<file path="src/rtl/sbx_pkg.sv">
package sbx_pkg;

   typedef enum logic [1:0] {
      SZ_ONE   = 2'b00,
      SZ_TWO   = 2'b01,
      SZ_THREE = 2'b10,
      SZ_FOUR  = 2'b11
   } xfer_size_e;

   typedef enum logic [1:0] {
      ST_IDLE = 2'b00,
      ST_BUS  = 2'b01,
      ST_RESP = 2'b10
   } xl_state_e;

   localparam int unsigned NUM_WIN  = 4;
   localparam int unsigned NUM_LANE = 4;
   localparam int unsigned FLD_LSB  = 3;
   localparam int unsigned LANE_LSB = 5;
   localparam int unsigned WORD_LSB = 7;

   typedef struct packed {
      logic                legal;
      logic [NUM_LANE-1:0] be_n;
      logic [1:0]          shift;
      logic [1:0]          keep_m1;
   } lane_info_t;

endpackage

</file>
<file path="src/rtl/sbx_win_match.sv">
module sbx_win_match #(
   parameter int unsigned HOST_AW  = 40,
   parameter int unsigned BUS_AW   = 32,
   parameter int unsigned OFS_BITS = 29,
   parameter logic [HOST_AW-1:0] BASE = 40'h80_0000_0000
) (
   input  logic [HOST_AW-8:0] word_addr,
   output logic               hit,
   output logic [BUS_AW-1:0]  offset
);
   localparam int unsigned SPAN = OFS_BITS + 5;

   if (SPAN >= HOST_AW) begin : g_bad_span
      $error("window span does not fit the host address");
   end
   if (BASE[SPAN-1:0] != '0) begin : g_bad_base
      $error("window base not aligned to its span");
   end

   assign hit = (word_addr[HOST_AW-8:SPAN-7] == BASE[HOST_AW-1:SPAN]);

   always_comb begin
      offset = '0;
      offset[OFS_BITS-1:2] = word_addr[OFS_BITS-3:0];
   end
endmodule

</file>
<file path="src/rtl/sbx_win_dec.sv">
module sbx_win_dec
   import sbx_pkg::*;
#(
   parameter int unsigned HOST_AW = 40,
   parameter int unsigned BUS_AW  = 32,
   parameter int unsigned EXT_W   = 3,
   parameter logic [NUM_WIN-1:0][HOST_AW-1:0] WIN_BASE = '0,
   parameter logic [NUM_WIN-1:0][7:0]         WIN_BITS = '0
) (
   input  logic [HOST_AW-8:0] word_addr,
   input  logic [EXT_W-1:0]   ext_val,
   output logic               any_hit,
   output logic [BUS_AW-1:0]  bus_addr
);
   localparam int unsigned A_BITS = int'(WIN_BITS[0]);

   if (A_BITS + EXT_W != BUS_AW) begin : g_bad_ext
      $error("extension width plus window A offset must fill the bus address");
   end

   logic [NUM_WIN-1:0] hits;
   logic [BUS_AW-1:0]  ofs [NUM_WIN];
   logic [BUS_AW-1:0]  pick;
   logic               use_ext;

   for (genvar g = 0; g < NUM_WIN; g++) begin : g_win
      if (WIN_BASE[g][HOST_AW-1] != 1'b1) begin : g_bad_top
         $error("window base must have the uncached top bit set");
      end
      if (int'(WIN_BITS[g]) > BUS_AW || int'(WIN_BITS[g]) < 3) begin : g_bad_bits
         $error("window offset width out of range");
      end
      sbx_win_match #(
         .HOST_AW (HOST_AW),
         .BUS_AW  (BUS_AW),
         .OFS_BITS(int'(WIN_BITS[g])),
         .BASE    (WIN_BASE[g])
      ) i_match (
         .word_addr(word_addr),
         .hit      (hits[g]),
         .offset   (ofs[g])
      );
   end

   // lowest index wins if windows were ever configured to overlap
   always_comb begin
      any_hit = |hits;
      pick    = '0;
      use_ext = 1'b0;
      for (int i = NUM_WIN - 1; i >= 0; i--) begin
         if (hits[i]) begin
            pick    = ofs[i];
            use_ext = (i == 0);
         end
      end
   end

   assign bus_addr = use_ext ? {ext_val, pick[A_BITS-1:0]} : pick;
endmodule

</file>
<file path="src/rtl/sbx_lane_dec.sv">
module sbx_lane_dec
   import sbx_pkg::*;
(
   input  logic [1:0]  size_fld,
   input  logic [1:0]  lane_fld,
   output lane_info_t  info
);
   logic [4:0] run;

   always_comb begin
      info       = '0;
      info.be_n  = '1;
      info.shift = lane_fld;
      unique case (xfer_size_e'(size_fld))
         SZ_ONE: begin
            info.legal   = 1'b1;
            info.keep_m1 = 2'd0;
         end
         SZ_TWO: begin
            info.legal   = ~lane_fld[0];
            info.keep_m1 = 2'd1;
         end
         SZ_THREE: begin
            info.legal   = ~lane_fld[1];
            info.keep_m1 = 2'd2;
         end
         SZ_FOUR: begin
            info.legal   = (lane_fld == 2'b10);
            info.keep_m1 = 2'd3;
            info.shift   = 2'd0;
         end
         default: info.legal = 1'b0;
      endcase
      run = (5'd1 << ({3'd0, info.keep_m1} + 5'd1)) - 5'd1;
      if (info.legal) info.be_n = ~(run[3:0] << info.shift);
   end
endmodule

</file>
<file path="src/rtl/sbx_rd_align.sv">
module sbx_rd_align
   import sbx_pkg::*;
#(
   parameter int unsigned DW = 32
) (
   input  logic [DW-1:0] raw,
   input  logic [1:0]    shift,
   input  logic [1:0]    keep_m1,
   output logic [DW-1:0] aligned
);
   if (DW != 8 * NUM_LANE) begin : g_bad_dw
      $error("data width must equal four lanes");
   end

   logic [DW-1:0] shifted;
   assign shifted = raw >> {shift, 3'b000};

   for (genvar b = 0; b < NUM_LANE; b++) begin : g_lane
      assign aligned[8*b +: 8] = (b <= int'(keep_m1)) ? shifted[8*b +: 8] : 8'h00;
   end
endmodule

</file>
<file path="src/rtl/sparse_bus_xlate.sv">
module sparse_bus_xlate
   import sbx_pkg::*;
#(
   parameter int unsigned HOST_AW = 40,
   parameter int unsigned BUS_AW  = 32,
   parameter int unsigned DW      = 32,
   parameter int unsigned A_BITS  = 29,
   parameter int unsigned B_BITS  = 27,
   parameter int unsigned C_BITS  = 26,
   parameter int unsigned IO_BITS = 26,
   parameter logic [HOST_AW-1:0] A_BASE  = 40'h80_0000_0000,
   parameter logic [HOST_AW-1:0] B_BASE  = 40'h84_0000_0000,
   parameter logic [HOST_AW-1:0] C_BASE  = 40'h85_0000_0000,
   parameter logic [HOST_AW-1:0] IO_BASE = 40'h85_8000_0000,
   parameter int unsigned EXT_W   = BUS_AW - A_BITS
) (
   input  logic               clk,
   input  logic               rst_n,
   input  logic               ext_we,
   input  logic [EXT_W-1:0]   ext_wdata,
   input  logic               req_valid,
   output logic               req_ready,
   input  logic [HOST_AW-1:0] req_addr,
   input  logic               req_write,
   input  logic [DW-1:0]      req_wdata,
   output logic               bus_valid,
   input  logic               bus_ready,
   output logic               bus_write,
   output logic [BUS_AW-1:0]  bus_addr,
   output logic [DW/8-1:0]    bus_be_n,
   output logic [DW-1:0]      bus_wdata,
   input  logic [DW-1:0]      bus_rdata,
   output logic               rsp_valid,
   input  logic               rsp_ready,
   output logic [DW-1:0]      rsp_data,
   output logic               rsp_err
);
   localparam int unsigned NLANE = DW / 8;
   localparam logic [NUM_WIN-1:0][HOST_AW-1:0] WIN_BASE = {IO_BASE, C_BASE, B_BASE, A_BASE};
   localparam logic [NUM_WIN-1:0][7:0] WIN_BITS =
      {8'(IO_BITS), 8'(C_BITS), 8'(B_BITS), 8'(A_BITS)};

   if (DW != 32) begin : g_bad_dw
      $error("data width must be 32");
   end
   if (HOST_AW <= WORD_LSB + 1) begin : g_bad_haw
      $error("host address too narrow");
   end

   xl_state_e          state_q;
   logic [EXT_W-1:0]   ext_q;
   logic               hit_any;
   logic [BUS_AW-1:0]  xl_addr;
   lane_info_t         linfo;
   logic [DW-1:0]      rd_aligned;
   logic [BUS_AW-1:0]  addr_q;
   logic [NLANE-1:0]   be_n_q;
   logic [DW-1:0]      wdata_q;
   logic               write_q;
   logic [1:0]         shift_q;
   logic [1:0]         keep_q;
   logic [DW-1:0]      rsp_data_q;
   logic               rsp_err_q;
   logic               accept;

   sbx_win_dec #(
      .HOST_AW (HOST_AW),
      .BUS_AW  (BUS_AW),
      .EXT_W   (EXT_W),
      .WIN_BASE(WIN_BASE),
      .WIN_BITS(WIN_BITS)
   ) i_win_dec (
      .word_addr(req_addr[HOST_AW-1:WORD_LSB]),
      .ext_val  (ext_q),
      .any_hit  (hit_any),
      .bus_addr (xl_addr)
   );

   sbx_lane_dec i_lane_dec (
      .size_fld(req_addr[FLD_LSB +: 2]),
      .lane_fld(req_addr[LANE_LSB +: 2]),
      .info    (linfo)
   );

   sbx_rd_align #(.DW(DW)) i_rd_align (
      .raw    (bus_rdata),
      .shift  (shift_q),
      .keep_m1(keep_q),
      .aligned(rd_aligned)
   );

   assign accept = (state_q == ST_IDLE) && req_valid;

   always_ff @(posedge clk or negedge rst_n) begin
      if (!rst_n) ext_q <= '0;
      else if (ext_we) ext_q <= ext_wdata;
   end

   always_ff @(posedge clk or negedge rst_n) begin
      if (!rst_n) begin
         state_q    <= ST_IDLE;
         addr_q     <= '0;
         be_n_q     <= '1;
         wdata_q    <= '0;
         write_q    <= 1'b0;
         shift_q    <= '0;
         keep_q     <= '0;
         rsp_data_q <= '0;
         rsp_err_q  <= 1'b0;
      end else begin
         unique case (state_q)
            ST_IDLE: if (accept) begin
               if (hit_any && linfo.legal) begin
                  addr_q  <= xl_addr;
                  be_n_q  <= linfo.be_n;
                  wdata_q <= req_wdata;
                  write_q <= req_write;
                  shift_q <= linfo.shift;
                  keep_q  <= linfo.keep_m1;
                  state_q <= ST_BUS;
               end else begin
                  rsp_data_q <= '1;
                  rsp_err_q  <= 1'b1;
                  state_q    <= ST_RESP;
               end
            end
            ST_BUS: if (bus_ready) begin
               rsp_data_q <= write_q ? '0 : rd_aligned;
               rsp_err_q  <= 1'b0;
               state_q    <= ST_RESP;
            end
            ST_RESP: if (rsp_ready) state_q <= ST_IDLE;
            default: state_q <= ST_IDLE;
         endcase
      end
   end

   assign req_ready = (state_q == ST_IDLE);
   assign bus_valid = (state_q == ST_BUS);
   assign rsp_valid = (state_q == ST_RESP);
   assign bus_write = write_q;
   assign bus_addr  = addr_q;
   assign bus_be_n  = be_n_q;
   assign bus_wdata = wdata_q;
   assign rsp_data  = rsp_data_q;
   assign rsp_err   = rsp_err_q;

   // acceptance closes the request port
   p_one_outstanding_r9: assert property (@(posedge clk) disable iff (!rst_n)
      req_valid && req_ready |=> !req_ready);
   // stalled bus cycle stays put
   p_bus_hold_r9: assert property (@(posedge clk) disable iff (!rst_n)
      bus_valid && !bus_ready |=> bus_valid && $stable(bus_addr)
         && $stable(bus_be_n) && $stable(bus_wdata) && $stable(bus_write));
   // stalled response stays put
   p_rsp_hold_r10: assert property (@(posedge clk) disable iff (!rst_n)
      rsp_valid && !rsp_ready |=> rsp_valid && $stable(rsp_data) && $stable(rsp_err));
   // rejected requests carry all-ones data
   p_err_ones_r3: assert property (@(posedge clk) disable iff (!rst_n)
      rsp_valid && rsp_err |-> (&rsp_data));
   // bus address is word aligned
   p_addr_align_r4: assert property (@(posedge clk) disable iff (!rst_n)
      bus_valid |-> (bus_addr[1:0] == 2'b00));
   // an issued cycle enables at least one lane
   p_lane_active_r2: assert property (@(posedge clk) disable iff (!rst_n)
      bus_valid |-> !(&bus_be_n));
   // bus cycle and response never overlap
   p_no_overlap_r11: assert property (@(posedge clk) disable iff (!rst_n)
      !(bus_valid && rsp_valid));
endmodule

</file>
<file path="config.mk">
export PLATFORM = sky130hd
export DESIGN_NAME = sparse_bus_xlate
export DESIGN_NICKNAME = d
export VERILOG_FILES = /design/src/rtl/sbx_pkg.sv /design/src/rtl/sbx_win_match.sv /design/src/rtl/sbx_win_dec.sv /design/src/rtl/sbx_lane_dec.sv /design/src/rtl/sbx_rd_align.sv /design/src/rtl/sparse_bus_xlate.sv
export SDC_FILE = /design/constraint.sdc
export NUM_CORES = 1
export LEC_CHECK = 0
export BUFFER_PORTS_ARGS = -buffer_cell sky130_fd_sc_hd__buf_2
export CAP_MARGIN = 20
export CELL_PAD_IN_SITES_DETAIL_PLACEMENT = 2
export CELL_PAD_IN_SITES_GLOBAL_PLACEMENT = 2
export CORE_MARGIN = 1
export CORE_UTILIZATION = 26
export CTS_CLUSTER_SIZE = 8
export DETAILED_ROUTE_END_ITERATION = 10
export PLACE_DENSITY = 0.84
export SETUP_SLACK_MARGIN = 0.15
export SKIP_CTS_REPAIR_TIMING = 1
export SLEW_MARGIN = 20
export SYNTH_ARGS = -nofsm -noshare
export SYNTH_HDL_FRONTEND = slang
export SYNTH_SLANG_ARGS = --single-unit
export TNS_END_PERCENT = 30
</file>
<file path="constraint.sdc">
create_clock -name clk -period 1.8 [get_ports clk]
set_clock_uncertainty 0.15 [all_clocks]
set_input_delay 0.18 -clock clk [delete_from_list [all_inputs] [get_ports clk]]
set_output_delay 0.18 -clock clk [all_outputs]
set_load 0.01 [all_outputs]
</file>
==> reports/metrics.csv, run 1 <==
metric,value,unit
clk_pin_slew,0.08,ns
p_per_area,789,mW/mm2
worstPathCellList,a211o_1 -> a221o_1 -> nor2_4 -> buf_12 -> clkbuf_16 -> mux2_2,
maxSlewHeadroom,0.590,
crit_path_start_kind,register,
swShare,0.273,
drv_cap,0,
irDropWorstVdd,0.000431,V
post_drt_wl_per_cell,20.4,um
yosys_warnings,0,
core,0.0181,mm2
p_sw,0.00164,W
p_seq_frac,0.454,
final_common_cell,buf_2,
pwr-share-clk,0.349,
comb_power_share,0.197,
htree_levels,3,
fin_tns_setup,-23.34,ns
fin_nets,795,
final_cells,917,
routed_via_density,4.65,
min_path_type,in2reg,
crit_buf_inv,2,
clock_path_buffers,2,
worstSetupPathType,reg2reg,
portBuffers,213,
nFillCells,1883,
setup_violations,106,
internal_power,0.00437,W
cp_max_fo,9,
syn_area,0.00486,mm2
fin_crit,2.12,ns
critPathArrivalTime,2.20,ns
numCtsBuffers,9,
firstDrtPassIters,9,
syn_avg_cell_area,12.7,um2
start_util,0.268,
num_vias,4262,
dp_cells,825,
grt_pass1_vias,4408,
synth-seq-area-share,0.563,
rsz0062_at_grt,true,
timing.final.crit_share,1.18,
drc_errors,16,
cpPeakStageDelay,0.39,ns
synth_cell_types,37,
power.static_leakage,3.74,nW
cp-end-kind,register,
final_util,0.420,
gr-total-overflow,0,
grt_pass1_wl,24.2,mm
crit_required,1.88,ns
syn_to_final_growth,57.0,%
die_area,0.0192,mm2
clkSinkCount,109,
ant_nets,0,
status,"finished, violations left",
drv_slew,0,
fin_hold_ws,-0.0186,ns
layout_common_cells,"211 x buf_2, 105 x dfrtp_1, 66 x dlygate4sd3_1, 38 x mux2_4, 38 x mux2_2",
placed_area,0.00636,mm2
antenna_found_initial,3,
fin_area,0.00762,mm2
die_w,139,um
cts_root_buf,clkbuf_16,
tightest_slew,0.616,ns
boundaryPins,219,
synthCells,383,
ys_seq_elements,109,
cp_slowest_cell,dfrtp_1,
fin_ws,-0.316,ns
grt_max_degree,110,
drt_iter0_drc,133,
track_usage,0.162,
wl,18.7,mm
die_h,139,um
place_congestion,0.836,
drive_gt1_frac,0.510,
clkLatencyLatePin,0.34,ns
cpLargestDelayFamily,compound AO/OA/AOI/OAI gates,
violations,"DRC, hold timing, setup timing",
fmax,473,MHz
tritoncts,done,
dpl.hpwl,11.8,mm
final-hold-violation-count,1,
rows,49,
flip-flops by register name (all words and copies together) (netlist names):
signal     cells
state_q        2
bus_be_n       4
keep_q         2
bus_wdata     32
shift_q        2
rsp_err        1
bus_write      1
bus_addr      30
rsp_data      32
ext_q          3
per-stage QoR:
step                      total power [W]  setup WS (ns)
after floorplan                   0.00323         -0.184
after global placement            0.00370         -0.214
after detailed placement          0.00376         -0.284
after CTS                         0.00587         -0.290
after global routing              0.00628         -0.380
final                             0.00602         -0.316
area by class of cell:
type / count / area [um2] / share of cell area
inverter: 22 / 82.6 / 0.0108
clock inverter: 6 / 70.1 / 0.00919
antenna: 2 / 5.00 / 0.000656
multi-input combinational: 226 / 2050 / 0.269
sequential: 109 / 2730 / 0.358
clock buffer: 10 / 239 / 0.0313
tap: 229 / 287 / 0.0376
timing repair buffer: 313 / 2160 / 0.283
power groups by stage:
stage	logic [W]	clock network [W]	registers (W)
floorplan	0.000401	0	0.00283
global placement	0.000951	0	0.00275
detailed placement	0.000998	0	0.00276
CTS	0.000998	0.00215	0.00272
global route	0.00128	0.00225	0.00275
finish	0.00119	0.00210	0.00273
synthesized netlist by cell type (all sizes together):
| library cell | instances | area (um2) |
|---|---|---|
| a211o | 1 | 8.76 |
| a21boi | 1 | 7.51 |
| buf | 17 | 114 |
| o21a | 1 | 7.51 |
| nand2 | 3 | 11.3 |
| nor2 | 8 | 37.5 |
| a221o | 1 | 10.0 |
| nand4 | 1 | 6.26 |
| nor2b | 2 | 12.5 |
| dfrtp | 105 | 2630 |
| conb | 1 | 3.75 |
| or3b | 1 | 8.76 |
| mux2i | 28 | 280 |
| mux2 | 80 | 908 |
| nand3 | 1 | 5.00 |
| o21ai | 22 | 114 |
| o22ai | 9 | 56.3 |
| nor3b | 6 | 50.1 |
| a21o | 1 | 7.51 |
| o22a | 8 | 70.1 |
| a21oi | 34 | 170 |
| dfstp | 4 | 105 |
| nor3 | 1 | 5.00 |
| nand3b | 9 | 67.6 |
| or2 | 1 | 6.26 |
| nand2b | 3 | 18.8 |
| clkbuf | 10 | 37.5 |
| xor2 | 2 | 17.5 |
| inv | 22 | 82.6 |
layer usage:
| metal | part of all wire | wire, um | global-route usage |
|---|---|---|---|
| met5 | 0.00096 | 18 | 0 |
| met4 | 0.018 | 331 | 0.0573 |
| met3 | 0.061 | 1140 | 0.0445 |
| met2 | 0.55 | 10200 | 0.293 |
| met1 | 0.38 | 7010 | 0.183 |
final timing paths:
path,cells past startpoint,start,slack [ns],endpoint
hold / removal,3,bus_ready,-0.02,state_q[0]
setup reg to reg,6,state_q[1],-0.32,bus_addr[9]
min in group asynchronous,3,rst_n,0.30,rsp_data[24]
max in group asynchronous,3,rst_n,0.73,bus_wdata[23]
hold reg to reg,2,bus_be_n[3],0.34,bus_be_n[3]
setup / recovery,6,state_q[1],-0.32,bus_addr[9]
logic make-up after synthesis:
| logic type | after synthesis | share of synthesized area |
|---|---|---|
| XOR/XNOR | 2 | 0.00361 |
| AO/OA/AOI/OAI | 78 | 0.0930 |
| buffers and inverters | 49 | 0.0482 |
| flip-flops | 109 | 0.563 |
| other | 1 | 0.000772 |
| multiplexers | 108 | 0.245 |
| AND/OR/NAND/NOR | 36 | 0.0471 |
worst reg2reg max path, delay by kind of cell, from the launching register on:
kind            cells  cell delay [ns]
simple gates        1             0.16
mux                 1             0.35
flops               1             0.39
buf+inv             2             0.35
compound gates      2             0.61
No activity file was read; power rests on OpenSTA's default activity.
==> inputs of run 2 (changes only) <==
Settings changed: BUFFER_PORTS_ARGS -buffer_cell sky130_fd_sc_hd__buf_2 to not set, CORE_UTILIZATION 26 to 35, DONT_BUFFER_PORTS set to 1, PLACE_DENSITY 0.84 to 0.83.
==> reports/metrics.csv, run 2 (synthesis gave the netlist of run 1 again) <==
metric,value,unit,change
wl,18.1,mm,-3.2%
place_congestion,0.861,,+2.9%
use_met3,0.0974,,+0.0529
track_usage,0.189,,+0.0266
gr-total-overflow,0,,unchanged
drc_errors,0,,-16
cp_max_fo,10,,+1
tritoncts,done,,
fin_ws,-0.316,ns,-0.0000500 ns
core,0.0134,mm2,-26%
multiInputGateArea,0.00210,mm2,+2.6%
crit_required,1.89,ns,about the same
die_area,0.0144,mm2,-25%
ant_nets,0,,unchanged
crit_path_start_kind,register,,
cts_root_buf,clkbuf_16,,
timing.final.crit_share,1.18,,about the same
layout_common_cells,"105 x dfrtp_1, 79 x dlygate4sd3_1, 54 x mux2_4, 34 x a21oi_1, 28 x mux2i_1",,
post-place-ws,-0.250,ns,+0.0337 ns
drv_slew,0,,unchanged
cp-end-kind,register,,
syn_to_final_growth,37.2,%,
htree_levels,3,,unchanged
drt_iter0_drc,118,,-11%
worstSetupPathType,reg2reg,,
violations,"hold timing, setup timing",,
fin_hold_ws,-0.632,ns,-0.614 ns
routed_via_density,5.41,,+16%
start_util,0.362,,+0.0948
antenna_found_initial,0,,-3
dpl.hpwl,10.0,mm,-15%
boundaryPins,219,,unchanged
grt_pass1_vias,3708,,-16%
clkSinkCount,109,,unchanged
min_path_type,in2async,,
portBuffers,0,,-100%
clkLatencyLatePin,0.35,ns,about the same
busiest_layer,met2,,
status,"finished, violations left",,
die_w,120,um,-14%
die_h,120,um,-14%
fin_tns_setup,-24.65,ns,-1.30 ns
num_vias,3566,,-16%
antenna_cells,0,,-2
clock_path_buffers,2,,unchanged
post_drt_wl_per_cell,27.4,um,+35%
setup_violations,106,,unchanged
critPathArrivalTime,2.21,ns,about the same
met1_usage,0.188,,+0.00543
grt_pass1_wl,20.4,mm,-16%
final_util,0.497,,+0.0772
clk_pin_slew,0.08,ns,about the same
use_met2,0.340,,+0.0472
nFillCells,1227,,-35%
rsz0062_at_grt,true,,
rows,42,,-14%
fmax,473,MHz,about the same
power.static_leakage,2.92,nW,-22%
seq_area,0.00273,mm2,unchanged
final-hold-violation-count,110,,+109
numCtsBuffers,9,,unchanged
fin_crit,2.12,ns,+0.0000500 ns
fin_nets,593,,-25%
drv_cap,0,,unchanged
total_power,0.00561,W,-6.7%
firstDrtPassIters,4,,-5
drive_gt1_frac,0.284,,-0.227
grt_max_degree,110,,unchanged
final_common_cell,dfrtp_1,,
p_per_area,842,mW/mm2,+6.7%
irDropWorstVdd,0.000427,V,-0.85%
[run 2: critical path, cell delays in order (launching register included)]
cell,delay [ns]
dfrtp_1,0.41
a211o_1,0.27
a221o_1,0.32
nor2_4,0.16
buf_8,0.16
clkbuf_16,0.18
mux2_2,0.34
[run 2: per-stage QoR]
step | instances | hold WS, ns | area, um2
2_1_floorplan | 384 | -0.266 | 4890
3_3_place_gp | 553 | -0.262 | 5180
3_5_place_dp | 553 | -0.263 | 5180
4_1_cts | 568 | -0.644 | 5460
5_1_grt | 659 | -0.643 | 6670
6_report | 659 | -0.632 | 6670
[run 2: final timing paths]
| path | endpoint | cells past startpoint | startpoint | slack (ns) |
|---|---|---|---|---|
| worst min-delay path | rsp_data[30] | 0 | rst_n | -0.63 |
| max in group asynchronous | bus_be_n[3] | 0 | rst_n | 1.86 |
| worst max-delay path | bus_wdata[12] | 6 | state_q[1] | -0.32 |
| worst min register to register | bus_be_n[3] | 2 | bus_be_n[3] | 0.38 |
| worst max register to register | bus_wdata[12] | 6 | state_q[1] | -0.32 |
| min in group clk | bus_be_n[3] | 3 | req_addr[5] | -0.01 |
[run 2: layer usage]
layer,share of wire,wire (um),up-vias
met4,0.017,300,0
met1,0.37,6650,1830
met3,0.092,1660,24
met2,0.52,9470,180
met5,0,0,-
li1,-,-,1532
[run 2: area by class of cell]
| cell class | instances | area share |
|---|---|---|
| Clock buffer | 9 | 0.0338 |
| Inverter | 22 | 0.0124 |
| Clock inverter | 6 | 0.00826 |
| Sequential cell | 109 | 0.410 |
| Timing Repair Buffer | 111 | 0.187 |
| Multi-Input combinational cell | 226 | 0.316 |
| Tap cell | 176 | 0.0330 |
[run 2: power by group]
group	switching [W]	leakage, nW	internal, W
clock	0.00100	0.138	0.000962
sequential	0.000229	1.30	0.00262
combinational	0.000326	1.48	0.000468
total	0.00156	2.92	0.00405
==> inputs of run 3 (changes only) <==
==> constraint.sdc (replaced) <==
create_clock -name clk -period 1.8 [get_ports clk]
set_clock_uncertainty 0.15 [all_clocks]
set_input_delay 0.09 -clock clk [delete_from_list [all_inputs] [get_ports clk]]
set_output_delay 0.09 -clock clk [all_outputs]
set_load 0.01 [all_outputs]
==> reports/metrics.csv, run 3 (synthesis gave the netlist of run 1 again) <==
metric,value,unit,change
status,"finished, violations left",,
violations,"hold timing, setup timing",,
path_depth,6,,unchanged
fin_nets,602,,+1.5%
crit_required,1.88,ns,about the same
cpPeakStageDelay,0.41,ns,about the same
htree_levels,3,,unchanged
post-place-ws,-0.244,ns,+0.00640 ns
final-hold-violation-count,116,,+5.5%
cts_root_buf,clkbuf_16,,
worstPathCellList,a211o_1 -> a221o_1 -> nor2_4 -> buf_6 -> buf_12 -> mux2_1,,
grt_max_degree,110,,unchanged
fin_ws,-0.320,ns,-0.00409 ns
grt_pass1_wl,20.2,mm,-0.68%
clkLatencyLatePin,0.35,ns,about the same
clock_path_buffers,2,,unchanged
fin_crit,2.12,ns,+0.00409 ns
antenna_found_initial,0,,unchanged
clk_pin_slew,0.09,ns,about the same
timing.rr.start,state_q[1],,
core,0.0134,mm2,unchanged
fin_area,0.00668,mm2,+0.24%
place_congestion,0.855,,-0.69%
ant_nets,0,,unchanged
power.static_leakage,2.93,nW,+0.49%
internal_power,0.00406,W,+0.20%
final_common_cell,dfrtp_1,,
numCtsBuffers,9,,unchanged
placed_area,0.00517,mm2,-0.14%
grt_pass1_vias,3659,,-1.3%
p_sw,0.00161,W,+3.1%
tritoncts,done,,
rr_endpoint,bus_wdata[15],,
track_usage,0.187,,-0.00142
worstSetupPathType,reg2reg,,
cp-startpoint,state_q[1],,
crit_buf_inv,2,,unchanged
drc_errors,0,,unchanged
syn_to_final_growth,37.6,%,
dpl.hpwl,9.88,mm,-1.6%
cp-end-kind,register,,
cp_slowest_cell,dfrtp_1,,
critPathArrivalTime,2.20,ns,about the same
gr-total-overflow,0,,unchanged
fmax,472,MHz,-0.19%
fin_tns_setup,-22.01,ns,+2.64 ns
irDropWorstVdd,0.000588,V,+38%
antenna_cells,0,,unchanged
p_seq_frac,0.504,,-0.004
ff2ff_setup_slack,-0.32,ns,about the same
drive_gt1_frac,0.258,,-0.0260
cpLargestDelayFamily,compound AO/OA/AOI/OAI gates,,
setup_violations,105,,-0.94%
routed_via_density,5.34,,-1.3%
start_util,0.362,,unchanged
drv_slew,0,,unchanged
wl,18.0,mm,-0.54%
die_w,120,um,unchanged
post_drt_wl_per_cell,26.9,um,-2.0%
pwr-share-clk,0.357,,+0.007
final_util,0.499,,+0.00121
comb_power_share,0.139,,-0.003
cp_max_fo,10,,unchanged
firstDrtPassIters,4,,unchanged
fin_hold_ws,-0.720,ns,-0.0881 ns
die_h,120,um,unchanged
crit_path_start_kind,register,,
clkSinkCount,109,,unchanged
portBuffers,0,,unchanged
seq_area,0.00273,mm2,unchanged
p_per_area,848,mW/mm2,+0.74%
boundaryPins,219,,unchanged
multiInputGateArea,0.00207,mm2,-1.8%
drt_iter0_drc,145,,+23%
rsz0062_at_grt,true,,
timing.final.crit_share,1.18,,+0.00227
layout_common_cells,"105 x dfrtp_1, 94 x dlygate4sd3_1, 46 x mux2_4, 34 x a21oi_1, 30 x mux2_2",,
rows,42,,unchanged
nFillCells,1254,,+2.2%
drv_cap,0,,unchanged
die_area,0.0144,mm2,unchanged
swShare,0.283,,+0.00567
min_path_type,in2async,,
num_vias,3574,,+0.22%
reg2reg_depth,6,,unchanged
[run 3: cell types whose count changed in the layout (fill, tap and decap cells not counted), moves of 2 or more]
cell           previous run  this run
dlygate4sd3_1            79        94
mux2_4                   54        46
mux2_1                    0         4
mux2_2                   26        30
clkbuf_16                15        12
buf_4                    14        12
buf_8                     3         1
[run 3: per-stage QoR]
stage          total power (W)  std cells
6_report               0.00567        669
5_1_grt                0.00584        669
4_1_cts                0.00538        568
3_5_place_dp           0.00339        552
3_3_place_gp           0.00335        552
2_1_floorplan          0.00323        384
[run 3: area by class of cell]
type,instances,area share
sequential,109,0.409
multi-input combinational,226,0.309
inverter,22,0.0124
clock inverter,7,0.0101
timing repair buffer,120,0.193
tap,176,0.0330
clock buffer,9,0.0337
[run 3: how the worst max path moves through the flow]
stage | slack, ns | to
CTS | -0.26 | bus_wdata[31]
finish | -0.32 | bus_wdata[15]
global placement | -0.19 | bus_wdata[24]
global route | -0.38 | bus_wdata[15]
detailed placement | -0.24 | bus_wdata[31]
floorplan | -0.18 | rsp_data[22]
[run 3: worst reg2reg max path: cells and delay by family (launching register included)]
kind	cells	cell delay, ns
simple gates	1	0.16
buf+inv	2	0.31
mux	1	0.36
compound gates	2	0.61
flops	1	0.41
[run 3: power groups by stage]
stage / Sequential [W] / Clock, W / Combinational (W)
6_report: 0.00285 / 0.00202 / 0.000789
5_1_grt: 0.00287 / 0.00213 / 0.000839
4_1_cts: 0.00283 / 0.00203 / 0.000518
3_5_place_dp: 0.00287 / 0 / 0.000519
3_3_place_gp: 0.00287 / 0 / 0.000487
2_1_floorplan: 0.00283 / 0 / 0.000401
[run 3: layer usage]
| metal | GRT usage | routed length (um) | vias up |
|---|---|---|---|
| met2 | 0.328 | 9410 | 168 |
| met4 | 0.0758 | 260 | 0 |
| met3 | 0.0775 | 1450 | 18 |
| li1 | - | - | 1553 |
| met5 | 0 | 0 | - |
| met1 | 0.198 | 6870 | 1835 |
